## config.mk

```make
export PLATFORM = sky130hd
export DESIGN_NAME = retx_fifo
export DESIGN_NICKNAME = d
export VERILOG_FILES = /design/src/rtl/fifo_rt_pkg.sv /design/src/rtl/strobe_edge.sv /design/src/rtl/fifo_ptr_ctl.sv /design/src/rtl/word_ram.sv /design/src/rtl/retx_fifo.sv
export SDC_FILE = /design/constraint.sdc
export NUM_CORES = 1
export LEC_CHECK = 0
export BUFFER_PORTS_ARGS = -buffer_cell sky130_fd_sc_hd__buf_2
export CORE_UTILIZATION = 55
export CTS_BUF_LIST = sky130_fd_sc_hd__clkbuf_4 sky130_fd_sc_hd__clkbuf_8 sky130_fd_sc_hd__clkbuf_16
export CTS_CLUSTER_DIAMETER = 200
export DETAILED_ROUTE_END_ITERATION = 8
export PLACE_DENSITY = 0.78
export SLEW_MARGIN = 10
export SYNTH_ARGS = -nofsm -noshare
export SYNTH_HDL_FRONTEND = slang
export SYNTH_HIERARCHICAL = 1
export SYNTH_SLANG_ARGS = --single-unit
export TNS_END_PERCENT = 5
```

## constraint.sdc

```tcl
create_clock -name clk -period 7.3 [get_ports clk]
set_input_delay 1.825 -clock clk [delete_from_list [all_inputs] [get_ports clk]]
set_output_delay 1.825 -clock clk [all_outputs]
set_load 0.1 [all_outputs]
```

## src/rtl/fifo_rt_pkg.sv

```systemverilog
package fifo_rt_pkg;
  // index of each strobe inside the sampled strobe vector
  localparam int STB_WR = 0;
  localparam int STB_RD = 1;
  localparam int STB_N  = 2;

  // address bits for a given depth (never below one)
  function automatic int addr_bits(input int depth);
    return (depth > 1) ? $clog2(depth) : 1;
  endfunction
endpackage

```

## src/rtl/strobe_edge.sv

```systemverilog
module strobe_edge #(
  parameter int N        = 2,
  parameter int RISE_IDX = 1
) (
  input  logic         clk,
  input  logic         rst,
  input  logic [N-1:0] lvl_n,
  output logic [N-1:0] fall,
  output logic         rise_sel
);
  logic [N-1:0] prev_q;

  always_ff @(posedge clk) begin
    if (rst) prev_q <= '1;
    else     prev_q <= lvl_n;
  end

  for (genvar i = 0; i < N; i++) begin : g_bit
    assign fall[i] = prev_q[i] & ~lvl_n[i];
  end

  assign rise_sel = ~prev_q[RISE_IDX] & lvl_n[RISE_IDX];
endmodule

```

## src/rtl/fifo_ptr_ctl.sv

```systemverilog
module fifo_ptr_ctl
  import fifo_rt_pkg::*;
#(
  parameter int DEPTH = 64,
  localparam int AW   = addr_bits(DEPTH),
  localparam int PW   = AW + 1
) (
  input  logic          clk,
  input  logic          rst,
  input  logic          wr_en,
  input  logic          rd_en,
  input  logic          rewind,
  output logic [AW-1:0] waddr,
  output logic [AW-1:0] raddr,
  output logic          empty_n,
  output logic          full_n
);
  logic [PW-1:0] wptr, rptr, wptr_nx, rptr_nx, occ_nx;

  always_comb begin
    wptr_nx = wptr + PW'(wr_en);
    rptr_nx = rewind ? '0 : rptr + PW'(rd_en);
    occ_nx  = wptr_nx - rptr_nx;
  end

  always_ff @(posedge clk) begin
    if (rst) begin
      wptr    <= '0;
      rptr    <= '0;
      empty_n <= 1'b0;
      full_n  <= 1'b1;
    end else begin
      wptr    <= wptr_nx;
      rptr    <= rptr_nx;
      empty_n <= (occ_nx != '0);
      full_n  <= (occ_nx != PW'(DEPTH));
    end
  end

  assign waddr = wptr[AW-1:0];
  assign raddr = rptr[AW-1:0];

  // the top must never present a write while full
  a_r3_no_overflow: assert property (@(posedge clk) disable iff (rst)
    !full_n |-> !wr_en) else $error("write presented while full");

  // the top must never complete a read while empty
  a_r7_no_underflow: assert property (@(posedge clk) disable iff (rst)
    !empty_n |-> !rd_en) else $error("read completed while empty");

  // rewind clears the read pointer and keeps the write pointer
  a_r8_rewind_keeps_wptr: assert property (@(posedge clk) disable iff (rst)
    rewind |=> (rptr == '0 && wptr == $past(wptr))) else $error("rewind moved write pointer");
endmodule

```

## src/rtl/word_ram.sv

```systemverilog
module word_ram
  import fifo_rt_pkg::*;
#(
  parameter int WIDTH = 9,
  parameter int DEPTH = 64,
  localparam int AW   = addr_bits(DEPTH)
) (
  input  logic             clk,
  input  logic             we,
  input  logic [AW-1:0]    wa,
  input  logic [WIDTH-1:0] wd,
  input  logic             re,
  input  logic [AW-1:0]    ra,
  output logic [WIDTH-1:0] rq
);
  logic [WIDTH-1:0] mem [DEPTH];

  always_ff @(posedge clk) begin
    if (we) mem[wa] <= wd;
    if (re) rq <= mem[ra];
  end
endmodule

```

## src/rtl/retx_fifo.sv

```systemverilog
module retx_fifo
  import fifo_rt_pkg::*;
#(
  parameter int WIDTH = 9,
  parameter int DEPTH = 64
) (
  input  logic             clk,
  input  logic             rst,
  input  logic             wr_n,
  input  logic             rd_n,
  input  logic             rt_n,
  input  logic [WIDTH-1:0] wdata,
  output logic [WIDTH-1:0] rdata,
  output logic             rdata_vld,
  output logic             empty_n,
  output logic             full_n
);
  localparam int AW = addr_bits(DEPTH);

  logic [STB_N-1:0] stb_n, stb_fall;
  logic             rd_rise;
  logic             wr_acc, rd_try, rd_mem, rd_ft, rd_park, rd_done;
  logic             rd_act, rd_wait, use_ft;
  logic [WIDTH-1:0] ft_q, ram_q;
  logic [AW-1:0]    waddr, raddr;

  always_comb begin
    stb_n         = '1;
    stb_n[STB_WR] = wr_n;
    stb_n[STB_RD] = rd_n;
  end

  strobe_edge #(.N(STB_N), .RISE_IDX(STB_RD)) u_edge (
    .clk      (clk),
    .rst      (rst),
    .lvl_n    (stb_n),
    .fall     (stb_fall),
    .rise_sel (rd_rise)
  );

  // request decode: rewind blocks every strobe in its cycle
  always_comb begin
    wr_acc  = stb_fall[STB_WR] & full_n & rt_n;
    rd_try  = rt_n & ~rd_act & ~rd_n & (stb_fall[STB_RD] | rd_wait);
    rd_mem  = rd_try & empty_n;
    rd_ft   = rd_try & ~empty_n & wr_acc;
    rd_park = rd_try & ~empty_n & ~wr_acc;
    rd_done = rt_n & rd_act & rd_rise;
  end

  fifo_ptr_ctl #(.DEPTH(DEPTH)) u_ptr (
    .clk     (clk),
    .rst     (rst),
    .wr_en   (wr_acc),
    .rd_en   (rd_done),
    .rewind  (~rt_n),
    .waddr   (waddr),
    .raddr   (raddr),
    .empty_n (empty_n),
    .full_n  (full_n)
  );

  word_ram #(.WIDTH(WIDTH), .DEPTH(DEPTH)) u_ram (
    .clk (clk),
    .we  (wr_acc),
    .wa  (waddr),
    .wd  (wdata),
    .re  (rd_mem),
    .ra  (raddr),
    .rq  (ram_q)
  );

  // read sequencing: active read, parked read on empty, bypass select
  always_ff @(posedge clk) begin
    if (rst) begin
      rd_act  <= 1'b0;
      rd_wait <= 1'b0;
      use_ft  <= 1'b0;
    end else if (!rt_n) begin
      rd_act  <= 1'b0;
      rd_wait <= 1'b0;
    end else begin
      if (rd_mem || rd_ft) rd_act <= 1'b1;
      else if (rd_done)    rd_act <= 1'b0;
      if (rd_park)                     rd_wait <= 1'b1;
      else if (rd_mem || rd_ft || rd_rise) rd_wait <= 1'b0;
      if (rd_ft)       use_ft <= 1'b1;
      else if (rd_mem) use_ft <= 1'b0;
    end
  end

  always_ff @(posedge clk) begin
    if (rd_ft) ft_q <= wdata;
  end

  assign rdata     = use_ft ? ft_q : ram_q;
  assign rdata_vld = rd_act;

  // reset leaves the block empty and idle
  a_r1_reset_state: assert property (@(posedge clk)
    rst |=> (!empty_n && full_n && !rdata_vld)) else $error("reset state wrong");

  // an active read holds word and valid while the strobe stays low
  a_r4_read_hold: assert property (@(posedge clk) disable iff (rst)
    (rdata_vld && !rd_n && rt_n) |=> (rdata_vld && $stable(rdata))) else $error("read dropped early");

  // flow-through presents the word being written
  a_r9_flow_through: assert property (@(posedge clk) disable iff (rst)
    rd_ft |=> (rdata_vld && rdata == $past(wdata))) else $error("flow-through word wrong");
endmodule

```

Word-level counts from Yosys, hierarchy flattened
Memory sizes are Yosys's and may differ from the RTL's. A register that Yosys moved wholly into a read port is not among the register bits. Cells that the tools add are included. W data, S select, Z words.

Equality and inequality tests: 1. $add $sub $neg: 3. Reduce and logical (&&, ||, !) cells: 8. Bitwise gates (word level): 22. Multiplexer cells: 10.

Operators with widths (number): $add A7 B1 Y7 (2); $and A1 B1 Y1 (14); $mux W9 (1); $mux W1 (8); $mux W7 (1); $ne A7 B7 Y1 const B (1); $not A1 Y1 (7); $reduce_bool A7 Y1 (1); $sub A7 B7 Y7 (1); $reduce_bool A2 Y1 (3); $logic_or A1 B1 Y1 (2); $reduce_and A2 Y1 (1); $reduce_or A2 Y1 (1); $or A1 B1 Y1 (1).

Output and inout port bits: 12. Register bits: 30. Word-level logic and storage cells: 54. Input port bits: 14. Memory bits (writable): 576. Memories: 1.

Memories: u_ram.mem (words 64, width 9, read ports 1, clocked after Yosys merged registers in 1, wr ports 1, line word_ram.sv:16) `logic [WIDTH-1:0] mem [DEPTH];`.

Depth between registers and ports, before layout
Gate-level depths: netlist of the first run.

Depth after elaboration: 10. Mapped depth: 13. Depth with buffers taken out: 13.

Cells and area by module
Netlist of the first run, hierarchy kept.

By module, submodules not included: word_ram (times used 1, cells an instance 1020, sequential area each 17566.8 um2, area each 22684.3 um2); fifo_ptr_ctl (times used 1, cells an instance 105, sequential area each 320.3 um2, area each 970.9 um2); retx_fifo (times used 1, cells an instance 39, sequential area each 330.3 um2, area each 549.3 um2); strobe_edge (times used 1, cells an instance 7, sequential area each 40.0 um2, area each 72.6 um2).

Least setup slack after synthesis of the first run
No wires, ideal clock.

Path type: input -> register. From: input port wr_n. To: register u_ptr.full_n. Buffers on the path: 0. Slack: 3048 ps. Stages: 12. Data arrival time: 4120 ps. Library setup time: 132 ps. Data required time: 7168 ps. Cells stage by stage: nor2b_1 -> and3_1 -> ha_1 -> ha_1 -> nand3_2 -> xnor2_1 -> ha_1 -> nand2_1 -> nor2_1 -> a2111oi_0 -> xnor3_1 -> nand4bb_1.

Word-level cells in the longest chain between the ends: 7.

Ends and longest elaborated chain: start: declaration (line retx_fifo.sv:9) `input logic wr_n,`; $not A1 Y1 (line strobe_edge.sv:19) `assign fall[i] = prev_q[i] & ~lvl_n[i];`; $and A1 B1 Y1 (line strobe_edge.sv:19); $and A1 B1 Y1 (2 in series) (line retx_fifo.sv:43) `wr_acc = stb_fall[STB_WR] & full_n & rt_n;`; named net wr_acc (line retx_fifo.sv:22) `logic wr_acc, rd_try, rd_mem, rd_ft, rd_park, rd_done;`; $add A7 B1 Y7 (line fifo_ptr_ctl.sv:21) `wptr_nx = wptr + PW'(wr_en);`; named net u_ptr.wptr_nx[4] (line fifo_ptr_ctl.sv:18) `logic [PW-1:0] wptr, rptr, wptr_nx, rptr_nx, occ_nx;`; $sub A7 B7 Y7 (line fifo_ptr_ctl.sv:23) `occ_nx = wptr_nx - rptr_nx;`; $ne A7 B7 Y1 (line fifo_ptr_ctl.sv:36) `full_n <= (occ_nx != PW'(DEPTH));`; end signal: assignment (line fifo_ptr_ctl.sv:36); end: declaration (line fifo_ptr_ctl.sv:16) `output logic full_n`.

The timed path passes the listed nets, and every way through them passes these cells. A chain may end at the register's enable or synchronous reset.

Worst setup path after layout of the first run
From: input port wr_n. To: register u_ptr.full_n.

Word-level cells in the longest chain between the ends: 7.

Ends and longest elaborated chain: $not A1 Y1 (line strobe_edge.sv:19); $and A1 B1 Y1 (line strobe_edge.sv:19); named net stb_fall[0] (line retx_fifo.sv:20) `logic [STB_N-1:0] stb_n, stb_fall;`; $and A1 B1 Y1 (2 in series) (line retx_fifo.sv:43); named net wr_acc (line retx_fifo.sv:22); $add A7 B1 Y7 (line fifo_ptr_ctl.sv:21); named net u_ptr.wptr_nx[4] (line fifo_ptr_ctl.sv:18); $sub A7 B7 Y7 (line fifo_ptr_ctl.sv:23); $ne A7 B7 Y1 (line fifo_ptr_ctl.sv:36).

The timed path passes the listed nets, and every way through them passes these cells.

==> results of run 1 <==
==> metrics by stage <==
stage          hold slack [ns]  instances
2_1_floorplan            0.531       1171
3_3_place_gp             0.533       1731
3_5_place_dp             0.536       1731
4_1_cts                  0.547       1835
5_1_grt                  0.584       1835
6_report                 0.547       1835
==> logic make-up (layout without fill, tap and decap cells) <==
kind of cell / after synthesis / after routing / synth area share [%]
AND/OR/NAND/NOR: 200 / 200 / 4.04
buffers and inverters: 73 / 152 / 1.82
XOR/XNOR: 13 / 13 / 0.526
AO/OA/AOI/OAI: 73 / 73 / 2.21
adder cells (fa/ha/maj): 10 / 10 / 0.515
multiplexers: 187 / 187 / 15.7
flip-flops: 615 / 615 / 75.2
==> state kept, by name, summed over array words and instances, names as in the netlist <==
name           cells
u_ram/mem        576
ft_q               9
u_ram/rq           9
u_ptr/rptr         7
u_ptr/wptr         7
u_edge/prev_q      2
rd_wait            1
rdata_vld          1
u_ptr/empty_n      1
u_ptr/full_n       1
use_ft             1
==> cells in the final DEF (no fill, tap or decap), types with 6 or more instances in the layout <==
cell type | Yosys | final
edfxtp_1 | 594 | 594
mux4_2 | 143 | 143
nor2_1 | 83 | 83
clkbuf_16 | 0 | 57
nor2b_1 | 27 | 27
nand2_1 | 27 | 27
buf_2 | 15 | 25
mux2i_1 | 22 | 22
dfxtp_1 | 21 | 18
nand3_1 | 18 | 18
buf_4 | 21 | 17
a22oi_1 | 17 | 17
clkinv_1 | 0 | 15
clkinv_2 | 0 | 15
mux2_2 | 14 | 14
nand2b_1 | 13 | 13
clkbuf_4 | 0 | 10
ha_1 | 10 | 10
a21oi_1 | 8 | 8
a2111oi_0 | 8 | 8
o22ai_1 | 8 | 8
mux4_1 | 8 | 8
xnor2_1 | 7 | 7
o211ai_1 | 6 | 6
==> worst max-delay path by stage <==
stage | startpoint | endpoint | cells past startpoint | slack, ns
floorplan | wr_n | u_ptr/full_n | 12 | 3.05
global placement | wr_n | u_ptr/full_n | 13 | 2.63
detailed placement | wr_n | u_ptr/full_n | 13 | 2.53
CTS | wr_n | u_ptr/full_n | 13 | 3.18
global route | wr_n | u_ptr/full_n | 13 | 2.98
finish | wr_n | u_ptr/full_n | 13 | 3.18
==> area by class of cell <==
type,instances,area [um2],share of cell area (%)
inverter,5,18.8,0.0705
tap,585,732,2.75
clock inverter,37,267,1.00
multi-input combinational,483,5580,20.9
sequential,615,18300,68.6
timing repair buffer,43,273,1.02
clock buffer,67,1500,5.64
==> worst register-to-register path: cells and delay by family, from the launching register on <==
family | cells | cell delay, ns
compound gates | 3 | 0.86
buf+inv | 1 | 0.62
flops | 1 | 0.99
mux | 2 | 0.99
==> power groups by stage <==
stage | sequential, mW | combinational, mW | clock (mW)
floorplan | 3.96 | 0.0360 | 0
global placement | 3.95 | 0.112 | 0
detailed placement | 3.95 | 0.117 | 0
CTS | 3.88 | 0.117 | 2.86
global route | 3.88 | 0.123 | 2.98
finish | 3.88 | 0.116 | 2.82
==> layer usage <==
metal / track usage, % / wire length [um]
met1: 33.7 / 20800
met3: 3.53 / 3780
met4: 9.52 / 1810
met5: 0 / 0
met2: 35.7 / 24000
==> summary.md, run 1 <==
| Metric | Value |
|---|---|
| Drt total wl | `50300 um` |
| Worst r2r path cells | `6` |
| Synthesized cell area | `24300 um2` |
| Worst Hold Endpoint | `rdata_vld` |
| Worst R2R Setup Slack | `3.59 ns` |
| CP endpoint kind | `flip-flop` |
| Number of port buffers | `25` |
| Ant diodes | `0` |
| DR pass1 iterations | `7` |
| Seq pwr share | `56.9%` |
| Post-synth EDFFs | `594` |
| Core ar. | `43300 um2` |
| Critical Path RT | `7.81 ns` |
| CP Class | `in2reg` |
| # IOs | `26` |
| Drt wl/cell | `27.4 um` |
| Largest net degree at the start of global routing | `66` |
| Die area | `45000 um2` |
| Worst min-delay path class | `reg2reg` |
| Power Internal | `5.47 mW` |
| Power density of the placed cells | `256 nW/um2` |
| Most instantiated cells after synthesis | `edfxtp_1 (594), mux4_2 (143), nor2_1 (83), nand2_1 (27), nor2b_1 (27)` |
| Nets@finish | `1229` |
| Unrepaired setup endpoints after global routing | `false` |
| Cell family with most CP delay | `simple AND/OR/NAND/NOR gates` |
| Worst-path maximum fanout | `9` |
| Power, Total | `6.81 mW` |
| Final HPWL DP | `29200 um` |
| Die Ht | `212 um` |
| Setup ws final | `3.18 ns` |
| Vias in the first global route | `11721` |
| Final Max Slew Viols | `0` |
| Fill count | `2876` |
| Switch share | `19.8%` |
| Root buffer cell | `clkbuf_16` |
| DR vias | `11702` |
| Hold Crit Depth | `2` |
| Initial antenna violation count | `0` |
| Share of cells above drive strength 1 | `23.9%` |
| Tcrit/Tclk final | `56.5%` |
| Max-cap violations | `0` |
| Antenna Nets Post-Route | `0` |
| CTS Hold Buffers Added | `0` |
| Most frequent CP cell | `ha_1` |
| Register bit total from synthesis | `615` |
| Worst r2r dst | `u_ram/rq[8]` |
| Post-place setup slack | `2.53 ns` |
| Final Hold Fails | `0` |
| Post-synth top area cell | `edfxtp_1` |
| Avg Cell Area, Syn | `20.7 um2` |
| Peak VDD IR | `0.000158 V` |
| Dominant cells by area after synthesis | `edfxtp_1 (73%), mux4_2 (13%), dfxtp_1 (1.7%), nor2_1 (1.3%), mux2i_1 (0.91%)` |
| Outcome | `complete, no violations` |
| DRC violation count after routing | `0` |
| Sw Pwr | `1.35 mW` |
| Post-synth top area share | `73.5%` |
| Peak Freq | `243 MHz` |
| Mapped Nets | `1195` |
| Cell Rows | `76` |
| H-tree depth | `2` |
| Final Instance Area | `26600 um2` |
| Fin util | `61.6%` |
| Logic pwr share | `1.7%` |
| Max incr delay on CP | `0.40 ns` |
| Clk pin slew, worst setup/hold paths | `0.06 ns` |
| Final setup fails | `0` |
| Slew margin rel. | `19.5%` |
| Placed inst area | `24900 um2` |
| DR iter-0 viols | `1320` |
| Post-CTS setup buffers | `0` |
| Initial Util | `56.1%` |
| CP startpoint kind | `input pin` |
| Clk sinks | `615` |
| Tot GR Track Use | `23.2%` |
| Clk_lat worst skew | `0.63 ns` |
| Post-CTS Resized | `0` |
| Synth cell types | `54` |
| Critical Path AT | `4.63 ns` |
| First-pass GRT wire length | `75200 um` |
| Critical path cell sequence | `buf_2 -> nor2b_1 -> and3_1 -> ha_1 -> ha_1 -> nand3_2 -> xnor2_1 -> ha_1 -> nand2_1 -> nor2_1 -> a2111oi_0 -> xnor3_1 -> nand4bb_1` |
| Synthesized instance count | `1171` |
| Worst Min Path Start | `rdata_vld` |
| Fin crit period | `4.12 ns` |
| Worst Tran Pin Value | `1.21 ns` |
| Asr flop ratio synth | `0%` |
| CTS tree | `built` |
| GR Overflow Total | `0` |
| Yosys warns | `6` |
| Max Clock Skew | `0.0390 ns` |
| Final TNS setup | `0 ns` |
| Die width | `212 um` |
| LEAKAGE | `8.08 nW` |
| Worst path bufs/invs | `1` |
| Sequential-to-total area share from yosys stat | `75.2%` |
| Area Growth Syn to Fin | `9.73%` |
| FF-to-FF Start | `u_ptr/rptr[0]` |
| GPL Wtd Cong | `0.885` |
| Cts bufs inserted | `57` |
| Vias per inst | `6.38` |
| Deepest clock path buffer count | `3` |
| Clock power share | `41.4%` |
| Critical path's slowest cell | `and3_1` |
| Most common cell in the netlist | `edfxtp_1` |
| Primary FF master, synth | `edfxtp_1` |
(Power assumes the default switching activity.)
==> run 2: changes to the inputs <==
--- a/config.mk
+++ b/config.mk
@@ -10,7 +10,7 @@
 export CTS_BUF_LIST = sky130_fd_sc_hd__clkbuf_4 sky130_fd_sc_hd__clkbuf_8 sky130_fd_sc_hd__clkbuf_16
 export CTS_CLUSTER_DIAMETER = 200
 export DETAILED_ROUTE_END_ITERATION = 8
-export PLACE_DENSITY = 0.78
+export PLACE_DENSITY = 0.81
 export SLEW_MARGIN = 10
 export SYNTH_ARGS = -nofsm -noshare
 export SYNTH_HDL_FRONTEND = slang
==> constraint.sdc (replaced) <==
create_clock -name clk -period 3.6 [get_ports clk]
set_input_delay 0.9 -clock clk [delete_from_list [all_inputs] [get_ports clk]]
set_output_delay 0.9 -clock clk [all_outputs]
set_load 0.1 [all_outputs]
==> run 2 against run 1 <==
Compared with the run above:
- final cell count is 4.6% higher
- clock skew is 0.016 ns lower
- hold slack worse by 0.037 ns
- first-iteration DRC count is 7.1% lower
- non-clock buffer count is 85 higher
- worst setup slack worse by 2.7 ns
- highest routed layer unchanged
==> summary.md, run 2 (synthesis results as in run 1) <==
| Metric | Value |
|---|---|
| Worst Hold Endpoint | `u_edge/prev_q[0]` |
| Core ar. | `43300 um2` |
| Share of cells above drive strength 1 | `28.9%` |
| FF-to-FF Start | `u_ptr/rptr[0]` |
| Worst r2r dst | `u_ptr/full_n` |
| LEAKAGE | `8.55 nW` |
| Met3 WL | `4120 um` |
| Antenna Nets Post-Route | `0` |
| Worst-path maximum fanout | `5` |
| Commonest non-fill, non-tap cell in the layout | `edfxtp_1` |
| Initial Util | `56.1%` |
| CP endpoint kind | `flip-flop` |
| Largest net degree at the start of global routing | `66` |
| Max FFs per register | `576` |
| DR vias | `12146` |
| DRC violation count after routing | `0` |
| Vias in the first global route | `12321` |
| Placed Cells | `1816` |
| H-tree depth | `2` |
| Deepest clock path buffer count | `3` |
| Number of port buffers | `25` |
| Most flops, register | `u_ram/mem` |
| Peak VDD IR | `0.000415 V` |
| Vias per inst | `6.33` |
| Fin util | `63.2%` |
| Post-CTS Resized | `0` |
| Routed met1 length | `20300 um` |
| Worst Min Path Start | `wr_n` |
| Power, Total | `14.0 mW` |
| Tcrit/Tclk final | `85.5%` |
| Max-cap violations | `0` |
| Root buffer cell | `clkbuf_16` |
| Post-Layout Cell Count | `1919` |
| Fin crit period | `3.08 ns` |
| DR pass1 iterations | `7` |
| Die area | `45000 um2` |
| Area Growth Syn to Fin | `12.7%` |
| CTS Hold Buffers Added | `0` |
| Top Registers | `u_ram/mem: 576 flops, ft_q: 9 flops, u_ram/rq: 9 flops` |
| Worst min-delay path class | `in2reg` |
| Placed inst area | `25500 um2` |
| GPL Wtd Cong | `0.899` |
| CP startpoint kind | `input pin` |
| Final Max Slew Viols | `0` |
| Power density of the placed cells | `510 nW/um2` |
| Hold_ws | `0.510 ns` |
| Ant diodes | `0` |
| Most frequent cells in the layout | `edfxtp_1 (594), mux4_2 (143), buf_4 (100), nor2_1 (83), clkbuf_16 (56)` |
| Die Ht | `212 um` |
| Final TNS setup | `0 ns` |
| Final setup fails | `0` |
| Initial antenna violation count | `0` |
| Final HPWL DP | `31900 um` |
| DR iter-0 viols | `1226` |
| Clk pin slew, worst setup/hold paths | `0.07 ns` |
| Clk sinks | `615` |
| Setup ws final | `0.520 ns` |
| Hold Crit Depth | `2` |
| # IOs | `26` |
| Max Clock Skew | `0.0229 ns` |
| Cts bufs inserted | `55` |
| Drt total wl | `52200 um` |
| Tot GR Track Use | `24.1%` |
| Nets@finish | `1312` |
| Critical Path AT | `3.55 ns` |
| Post-place setup slack | `-0.0707 ns` |
| Worst R2R Setup Slack | `0.59 ns` |
| Drt wl/cell | `27.2 um` |
| Slew margin rel. | `21.0%` |
| Final Instance Area | `27400 um2` |
| Critical Path RT | `4.07 ns` |
| Post-CTS setup buffers | `0` |
| Peak Freq | `325 MHz` |
| CTS tree | `built` |
| Met2 wire length | `26100 um` |
| First-pass GRT wire length | `78000 um` |
| CP Class | `in2reg` |
| Top sig layer | `met4` |
| GR Overflow Total | `0` |
| Unrepaired setup endpoints after global routing | `false` |
| Die width | `212 um` |
| Worst r2r path cells | `12` |
| Worst Tran Pin Value | `1.18 ns` |
| Cell Rows | `76` |
| Final Hold Fails | `0` |
| Clk_lat worst skew | `0.60 ns` |
| Outcome | `complete, no violations` |
## run 2: cell types whose count changed in the layout (fill, tap and decap cells not counted), moves of 2 or more
cell	change
clkinv_1	-2
buf_4	+83
buf_12	+2
clkinv_2	-5
bufinv_16	+3
clkinvlp_4	+4
## run 2: cell type report
type	instances	area (um2)
Tap cell	585	732
Multi-Input combinational cell	483	5580
Clock buffer	65	1470
Timing Repair Buffer	128	936
Clock inverter	38	355
Inverter	5	18.8
Fill cell	2707	15900
Sequential cell	615	18300
## run 2: worst max path at each step
stage / start / cells past startpoint / to
6_report: rd_n / 14 / u_ptr/full_n
5_1_grt: rd_n / 14 / u_ptr/full_n
4_1_cts: rd_n / 14 / u_ptr/full_n
3_5_place_dp: rd_n / 14 / u_ptr/full_n
3_3_place_gp: rd_n / 14 / u_ptr/full_n
2_1_floorplan: u_ptr/full_n / 11 / u_ptr/full_n
## run 2: routing by layer
layer	track usage, %	vias to the layer above
met1	32.6	6333
met5	0	-
li1	-	5065
met3	4.05	116
met4	8.12	0
met2	40.0	632
## run 2: where the power goes
group          internal (mW)  switching (mW)  total [mW]  leakage, nW
sequential              7.85         0.00970        7.86         5.51
combinational         0.0447           0.194       0.238         2.14
clock                   3.35            2.51        5.86        0.893
## run 2: critical path, cell delays in order
cell	delay (ns)
buf_2	0.11
nor2b_1	0.20
and3_1	0.19
ha_1	0.18
ha_1	0.21
nand3_1	0.12
xnor2_1	0.18
nand2b_1	0.09
ha_1	0.32
nand2_1	0.09
nor2_1	0.05
a2111oi_0	0.41
xnor3_1	0.30
nand4bb_1	0.19
==> run 3: changes to the inputs <==
--- a/config.mk
+++ b/config.mk
@@ -5,12 +5,13 @@
 export SDC_FILE = /design/constraint.sdc
 export NUM_CORES = 1
 export LEC_CHECK = 0
-export BUFFER_PORTS_ARGS = -buffer_cell sky130_fd_sc_hd__buf_2
 export CORE_UTILIZATION = 55
 export CTS_BUF_LIST = sky130_fd_sc_hd__clkbuf_4 sky130_fd_sc_hd__clkbuf_8 sky130_fd_sc_hd__clkbuf_16
 export CTS_CLUSTER_DIAMETER = 200
 export DETAILED_ROUTE_END_ITERATION = 8
-export PLACE_DENSITY = 0.81
+export DONT_BUFFER_PORTS = 1
+export PLACE_DENSITY = 0.8
+export RECOVER_POWER = 25
 export SLEW_MARGIN = 10
 export SYNTH_ARGS = -nofsm -noshare
 export SYNTH_HDL_FRONTEND = slang
==> run 3 against run 2 <==
Compared with the run above:
- global-route usage is 0.25 points lower
- first-iteration DRC count grew 48%
- final cell count shrank 1.4%
- register-to-register slack barely moved
- count of clock-buffer cells in the layout increased by 5
- worst setup slack improved by 0.069 ns
- critical endpoint unchanged
==> summary.md, run 3 (synthesis results as in run 1) <==
| Metric | Value |
|---|---|
| Critical path's slowest cell | `a2111oi_0` |
| Critical Path RT | `4.10 ns` |
| CTS tree | `built` |
| Final HPWL DP | `30600 um` |
| FF-to-FF Start | `u_edge/prev_q[1]` |
| Slew margin rel. | `30.5%` |
| DRC violation count after routing | `0` |
| CP Class | `reg2reg` |
| Most frequent CP cell | `ha_1` |
| Die width | `212 um` |
| CTS Hold Buffers Added | `0` |
| # IOs | `26` |
| LEAKAGE | `8.48 nW` |
| Nets@finish | `1282` |
| Number of port buffers | `0` |
| Worst Min Path Start | `rst` |
| Worst-path maximum fanout | `3` |
| CP endpoint kind | `flip-flop` |
| First-pass GRT wire length | `77300 um` |
| Core ar. | `43300 um2` |
| Final TNS setup | `0 ns` |
| Vias in the first global route | `12152` |
| Worst path bufs/invs | `0` |
| Peak Freq | `332 MHz` |
| Cts bufs inserted | `57` |
| Critical path cell sequence | `nor2b_1 -> and3_1 -> ha_1 -> ha_1 -> nand3_1 -> xnor2_1 -> nand2b_1 -> ha_1 -> nand4_1 -> a21oi_1 -> a2111oi_0 -> xnor3_1 -> nand4bb_1` |
| Crit path from | `u_edge/prev_q[1]` |
| Ant diodes | `0` |
| Vias per inst | `6.35` |
| Area Growth Syn to Fin | `12.4%` |
| Post-CTS Resized | `0` |
| Clk sinks | `615` |
| Worst min-delay path class | `in2reg` |
| Unrepaired setup endpoints after global routing | `false` |
| Power density of the placed cells | `516 nW/um2` |
| Post-CTS setup buffers | `0` |
| DR iter-0 viols | `1809` |
| Die area | `45000 um2` |
| Most flops, register | `u_ram/mem` |
| GPL Wtd Cong | `0.882` |
| Cell Rows | `76` |
| Largest net degree at the start of global routing | `66` |
| Fin crit period | `3.01 ns` |
| Fill count | `2781` |
| Final Max Slew Viols | `0` |
| Clk_lat worst skew | `0.63 ns` |
| Clk pin slew, worst setup/hold paths | `0.06 ns` |
| Max FFs per register | `576` |
| Final Hold Fails | `0` |
| CP startpoint kind | `flip-flop` |
| Antenna Nets Post-Route | `0` |
| Drt total wl | `51500 um` |
| Critical Path AT | `3.51 ns` |
| Tot GR Track Use | `23.8%` |
| Max incr delay on CP | `0.37 ns` |
| GR Overflow Total | `0` |
| Peak VDD IR | `0.000379 V` |
| Root buffer cell | `clkbuf_16` |
| Worst Tran Pin Value | `1.04 ns` |
| Max Clock Skew | `0.0222 ns` |
| Deepest clock path buffer count | `3` |
| Multi-input logic area | `5580 um2` |
| Max-cap violations | `0` |
| Die Ht | `212 um` |
| Final setup fails | `0` |
| Tcrit/Tclk final | `83.6%` |
| Initial Util | `56.1%` |
| DR pass1 iterations | `5` |
| Top Registers | `u_ram/mem: 576 flops, ft_q: 9 flops, u_ram/rq: 9 flops` |
| H-tree depth | `2` |
| Most frequent cells in the layout | `edfxtp_1 (594), mux4_2 (143), buf_4 (93), nor2_1 (83), clkbuf_16 (58)` |
| Outcome | `complete, no violations` |
| Fin util | `63.1%` |
| Commonest non-fill, non-tap cell in the layout | `edfxtp_1` |
| Cell family with most CP delay | `simple AND/OR/NAND/NOR gates` |
| DR vias | `12021` |
| Drt wl/cell | `27.2 um` |
| Register area | `18300 um2` |
| Share of cells above drive strength 1 | `27.2%` |
| Initial antenna violation count | `0` |
-- run 3: final timing paths --
check | endpoint | slack [ns] | cells past startpoint
hold / removal | rdata_vld | 0.34 | 1
hold reg to reg | u_ptr/wptr[6] | 0.57 | 2
setup reg to reg | u_ptr/full_n | 0.59 | 13
setup / recovery | u_ptr/full_n | 0.59 | 13
-- run 3: area by class of cell --
class / count / area share, %
Inverter: 5 / 0.0688
Clock buffer: 70 / 5.74
Multi-Input combinational cell: 483 / 20.4
Timing Repair Buffer: 96 / 2.78
Clock inverter: 38 / 1.34
Sequential cell: 615 / 66.9
Tap cell: 585 / 2.68
-- run 3: where the power goes --
part           internal (mW)  switching, mW  leakage, nW
clock                   3.53           2.57        0.965
combinational         0.0332         0.0698         2.00
sequential              7.85         0.0219         5.51
total                   11.4           2.66         8.48
-- run 3: layer usage --
metal  wire length (um)  global-route usage (%)  part of all wire, %  vias up
met1              19700                    32.8                   38     6252
li1                   -                       -                    -     5001
met5                  0                       0                    0        -
met2              25500                    38.5                   49      667
met4               1520                    7.80                  3.0        0
met3               4820                    4.84                  9.4      101
-- run 3: per-stage QoR --
stage | setup slack (ns) | hold slack [ns] | instance area [um2] | power [mW] | std cells
after floorplan | 0.220 | 0.531 | 24300 | 8.10 | 1171
after global placement | 0.130 | 0.566 | 25400 | 8.12 | 1784
after detailed placement | 0.0718 | 0.567 | 25400 | 8.13 | 1784
after CTS | 0.635 | 0.301 | 27300 | 14.2 | 1892
after global routing | 0.401 | 0.308 | 27300 | 14.4 | 1892
final | 0.590 | 0.337 | 27300 | 14.1 | 1892
